[src/rtl/sfd_pkg.sv]
package sfd_pkg;
  typedef enum logic {
    ST_HUNT = 1'b0,
    ST_LOCK = 1'b1
  } hunt_state_e;
endpackage

[src/rtl/sfd_hunter.sv]
module sfd_hunter
  import sfd_pkg::*;
#(
  parameter int MIN_ALT   = 2,
  parameter int PRE_LIMIT = 64
) (
  input  logic clk,
  input  logic rst_n,
  input  logic crs,
  input  logic rxd,
  output logic sfd_hit,
  output logic locked
);
  localparam int RUN_MAX = MIN_ALT + 1;
  localparam int RUN_W   = $clog2(RUN_MAX + 1);
  localparam int CNT_W   = $clog2(PRE_LIMIT + 1);
  localparam logic [RUN_W-1:0] RUN_TOP = RUN_W'(RUN_MAX);
  localparam logic [CNT_W-1:0] CNT_END = CNT_W'(PRE_LIMIT - 1);

  hunt_state_e      state;
  logic             prev;
  logic [RUN_W-1:0] run;
  logic [CNT_W-1:0] hcnt;
  logic             pair;

  assign pair    = (run != '0) && rxd && prev;
  assign sfd_hit = crs && (state == ST_HUNT) && pair && (run >= RUN_TOP);
  assign locked  = (state == ST_LOCK);

  always_ff @(posedge clk or negedge rst_n) begin
    if (!rst_n) begin
      state <= ST_HUNT;
      prev  <= 1'b0;
      run   <= '0;
      hcnt  <= '0;
    end else if (!crs) begin
      state <= ST_HUNT;
      prev  <= 1'b0;
      run   <= '0;
      hcnt  <= '0;
    end else if (state == ST_HUNT) begin
      if (sfd_hit) begin
        state <= ST_LOCK;
        run   <= '0;
        hcnt  <= '0;
      end else if (hcnt == CNT_END) begin
        run  <= '0;
        hcnt <= '0;
      end else begin
        hcnt <= hcnt + 1'b1;
        if (run == '0) begin
          run  <= RUN_W'(1);
          prev <= rxd;
        end else if (rxd != prev) begin
          run  <= (run == RUN_TOP) ? RUN_TOP : run + 1'b1;
          prev <= rxd;
        end else begin
          run <= RUN_W'(1);
        end
      end
    end
  end
endmodule

[src/rtl/sfd_byte_asm.sv]
module sfd_byte_asm #(
  parameter int BYTE_W = 8,
  parameter int IDX_W  = 8
) (
  input  logic              clk,
  input  logic              rst_n,
  input  logic              crs,
  input  logic              rxd,
  input  logic              sfd_hit,
  input  logic              locked,
  output logic              delim_mark,
  output logic              byte_valid,
  output logic [BYTE_W-1:0] byte_data,
  output logic [IDX_W-1:0]  byte_idx
);
  localparam int BIT_W = $clog2(BYTE_W);
  localparam logic [BIT_W-1:0] BIT_END = BIT_W'(BYTE_W - 1);

  logic [BYTE_W-1:0] shift;
  logic [BIT_W-1:0]  bcnt;
  logic [IDX_W-1:0]  idx_next;
  logic [BYTE_W-1:0] shift_in;

  assign shift_in = {rxd, shift[BYTE_W-1:1]};

  always_ff @(posedge clk or negedge rst_n) begin
    if (!rst_n) begin
      shift      <= '0;
      bcnt       <= '0;
      idx_next   <= '0;
      delim_mark <= 1'b0;
      byte_valid <= 1'b0;
      byte_data  <= '0;
      byte_idx   <= '0;
    end else begin
      delim_mark <= 1'b0;
      byte_valid <= 1'b0;
      if (!crs) begin
        shift    <= '0;
        bcnt     <= '0;
        idx_next <= '0;
      end else if (sfd_hit) begin
        delim_mark <= 1'b1;
        shift      <= '0;
        bcnt       <= '0;
        idx_next   <= '0;
      end else if (locked) begin
        shift <= shift_in;
        if (bcnt == BIT_END) begin
          bcnt       <= '0;
          byte_valid <= 1'b1;
          delim_mark <= 1'b1;
          byte_data  <= shift_in;
          byte_idx   <= idx_next;
          if (idx_next != '1) idx_next <= idx_next + 1'b1;
        end else begin
          bcnt <= bcnt + 1'b1;
        end
      end
    end
  end
endmodule

[src/rtl/sfd_byte_strobe.sv]
module sfd_byte_strobe #(
  parameter int MIN_ALT   = 2,
  parameter int PRE_LIMIT = 64,
  parameter int BYTE_W    = 8,
  parameter int IDX_W     = 8
) (
  input  logic              rx_clk,
  input  logic              rst_n,
  input  logic              crs,
  input  logic              rxd,
  output logic              delim_mark,
  output logic              byte_valid,
  output logic [BYTE_W-1:0] byte_data,
  output logic [IDX_W-1:0]  byte_idx,
  output logic              frame_active
);
  logic sfd_hit;
  logic locked;

  sfd_hunter #(.MIN_ALT(MIN_ALT), .PRE_LIMIT(PRE_LIMIT)) u_hunter (
    .clk    (rx_clk),
    .rst_n  (rst_n),
    .crs    (crs),
    .rxd    (rxd),
    .sfd_hit(sfd_hit),
    .locked (locked)
  );

  sfd_byte_asm #(.BYTE_W(BYTE_W), .IDX_W(IDX_W)) u_asm (
    .clk       (rx_clk),
    .rst_n     (rst_n),
    .crs       (crs),
    .rxd       (rxd),
    .sfd_hit   (sfd_hit),
    .locked    (locked),
    .delim_mark(delim_mark),
    .byte_valid(byte_valid),
    .byte_data (byte_data),
    .byte_idx  (byte_idx)
  );

  assign frame_active = locked;
endmodule

[config.mk]
export PLATFORM = sky130hd
export DESIGN_NAME = sfd_byte_strobe
export DESIGN_NICKNAME = d
export VERILOG_FILES = /design/src/rtl/sfd_pkg.sv /design/src/rtl/sfd_hunter.sv /design/src/rtl/sfd_byte_asm.sv /design/src/rtl/sfd_byte_strobe.sv
export SDC_FILE = /design/constraint.sdc
export NUM_CORES = 1
export LEC_CHECK = 0
export ABC_AREA = 1
export BUFFER_PORTS_ARGS = -buffer_cell sky130_fd_sc_hd__buf_4
export CORE_MARGIN = 2
export CORE_UTILIZATION = 29
export CTS_BUF_LIST = sky130_fd_sc_hd__clkbuf_16
export CTS_CLUSTER_DIAMETER = 100
export DETAILED_ROUTE_END_ITERATION = 10
export GPL_TIMING_DRIVEN = 0
export PLACE_DENSITY_LB_ADDON = 0.12
export SLEW_MARGIN = 40
export SYNTH_ARGS = -nofsm -noshare
export SYNTH_HDL_FRONTEND = slang
export SYNTH_SLANG_ARGS = --single-unit
[constraint.sdc]
create_clock -name rx_clk -period 1.55 [get_ports rx_clk]
set_input_delay 0.0775 -clock rx_clk [delete_from_list [all_inputs] [get_ports rx_clk]]
set_output_delay 0.0775 -clock rx_clk [all_outputs]
set_load 0.05 [all_outputs]
==> flow_metrics.tcl <==
set metrics [dict create \
    syn_area_mm2 0.00223 \
    finClkSkew_ps 9.13 \
    clk_pin_slew_worst_paths_ps 70 \
    synth-seq-cells 47 \
    cts-root-buf "clkbuf_16" \
    rows 31 \
    wl_per_cell_um 11.4 \
    ys_warn_count 0 \
    final.setup.worst_slack_ps 120 \
    slew_viol_final 0 \
    stdcell_area_mm2 0.00274 \
    setup_viol 0 \
    power.total_uw 2730 \
    synth_common_cells "nand2_1, dfrtp_1, inv_1, o21ai_1, nor2_1" \
    numCtsBuffers 5 \
    grtUsageTotal_pct 11.6 \
    dieArea_mm2 0.00840 \
    die_h_um 91.7 \
    critPathSlowestCell "dfrtp_1" \
    cts_tree "done" \
    critPathMaxStageDelay_ps 380 \
    synth_edf_count 0 \
    numPortBuffers 21 \
    synthFlopType "dfrtp_1" \
    synth_cells 260 \
    drc 0 \
    die_w_um 91.7 \
    grt_overflow 0 \
    core_area_mm2 0.00733 \
    drive_gt1_share_pct 20.4 \
    cts.sinks 47 \
    holdPathStages 3 \
    cp-end-kind "flop" \
    ant_nets 0 \
    diodes 0 \
    post-place-ws_ps 54.0 \
    holdCritPathClass "in2reg" \
    fmax_ghz 0.699 \
    htreeDepth 2 \
    worst_ep_arrival_time_ps 1600 \
    status "finished clean" \
    yosys.cell_count.top_type "nand2_1" \
    cp_max_fo 10 \
    finalHoldViolCount 0 \
    worstPathCellList "ha_1 -> ha_1 -> nand2_4 -> inv_2 -> buf_6 -> nand3_1 -> nand2_1 -> nand2_1 -> nor2_1" \
    drt_iter0_drc 54 \
    r2r_cells 9 \
    start_util_pct 30.4 \
    hpwl_um 3210 \
    clkLatencyLatePin_ps 280 \
    grt_start_max_net_pins 48 \
    period_minus_slack_ps 1430 \
    r2r_slack_ps 120 \
    relSlewSlack_pct 59.0 \
    wl_um 4480 \
    yosys-top-cells-area "dfrtp_1, nand2_1, inv_1, o21ai_1, nand3_1" \
    antenna_found_initial 0 \
    synth_top_cell_area_share_pct 52.8 \
    irDropWorstVdd_mv 0.564 \
    grt_pass1_vias 1633 \
    num_io_pins 23 \
    async_reset_ff_share_pct 100 \
    nNetsFinal 301 \
    finalCritPeriodShare_pct 92.3 \
    drv_cap 0 \
    cts.path.max_buffers 2 \
    ys_types 26 \
    grt_pass1_wl_um 7740 \
    powerDensity_mw_per_mm2 998 \
    vias 1720 \
    path_class "reg2reg" \
    leakagePower_uw 0.00137 \
    vias_per_cell 4.38 \
    synth_top_area_cell "dfrtp_1" \
    cp.required_ps 1720 \
    yosysSeqAreaShare_pct 52.8 \
    fin_hold_ws_ps 103 \
    tightest_slew_ps 614 \
    place.gp.congestion 0.726 \
    dr.pass1.iters 4 \
    placed_cell_area_mm2 0.00251 \
    synthToLayoutAreaGrowth_pct 22.7 \
    avgSynthCellArea_um2 8.57 \
    worst_setup_path_start_kind "flop" \
    syn_nets 268 \
]
## critical path, delay by kind of cell, from the launching register on
family,cells,cell delay [ps]
and+or+nand+nor,5,320
adders and majority gates,2,420
buffers and inverters,2,190
DFF,1,380
## final timing paths
kind / from / endpoint
max: u_asm.bcnt[0] / u_asm.idx_next[4]
min: crs / u_hunter.hcnt[4]
max reg2reg: u_asm.bcnt[0] / u_asm.idx_next[4]
min reg2reg: u_asm.shift[1] / u_asm.byte_data[0]
max in group asynchronous: rst_n / u_asm.idx_next[3]
min in group asynchronous: rst_n / u_asm.shift[4]
## power breakdown
group          total (uW)  switching (uW)  internal (uW)
clock                1220             462            761
combinational         229             162           66.9
sequential           1280            20.0           1260
total                2730             644           2090
## state kept, by name, summed over array words and instances, names as in the netlist
| name | cells |
|---|---|
| u_hunter.hcnt | 7 |
| u_asm.byte_data | 8 |
| u_asm.shift | 7 |
| u_asm.byte_idx | 8 |
| u_asm.bcnt | 3 |
| u_hunter.prev | 1 |
| u_asm.delim_mark | 1 |
| u_asm.idx_next | 8 |
| u_asm.byte_valid | 1 |
| u_hunter.run | 2 |
| u_hunter.locked | 1 |
## cell families after synthesis
logic type / after synthesis / share of synthesized area, %
AO/OA/AOI/OAI: 35 / 8.31
XOR/XNOR: 2 / 0.786
adder cells (fa/ha/maj): 4 / 2.25
buffers and inverters: 43 / 8.87
flip-flops: 47 / 52.8
AND/OR/NAND/NOR: 129 / 27.0
## placed cells by master, fill, tap and decap left out, types with 4 or more instances in the layout
master	instances
nand2_1	75
dfrtp_1	47
inv_1	29
buf_4	26
o21ai_1	21
nor2_1	16
nand3_1	13
nand4_1	8
inv_2	6
buf_6	5
o21ai_0	5
clkbuf_16	5
a21oi_1	4
## cell type report
class / instances / area, um2
Sequential cell: 47 / 1180
Clock buffer: 5 / 125
Fill cell: 755 / 4600
Tap cell: 99 / 124
Buffer: 7 / 68.8
Inverter: 36 / 138
Clock inverter: 3 / 43.8
Multi-Input combinational cell: 170 / 862
Timing Repair Buffer: 26 / 198
## per-stage QoR
stage | util (%) | TNS [ps] | cells
2_1_floorplan | - | 0 | 260
5_1_grt | 37.3 | -46.1 | 393
6_report | 37.3 | 0 | 393
3_5_place_dp | 34.2 | 0 | 380
4_1_cts | 36.7 | 0 | 389
3_3_place_gp | 34.2 | 0 | 380
## routing by layer
layer / GRT usage, % / vias to the layer above / part of all wire, %
met5: 0 / - / 0
met4: 3.79 / 0 / 0.85
li1: - / 900 / -
met2: 17.7 / 24 / 44
met3: 3.04 / 2 / 3.1
met1: 16.1 / 794 / 52
## timing repair
item,4_1_cts,5_1_grt
hold endpoints to repair,47,0
setup endpoints to repair,0,15
hold buffers,1,0
gates resized for setup,0,7
setup buffers,0,4
Power figures use the tool's default switching activity.
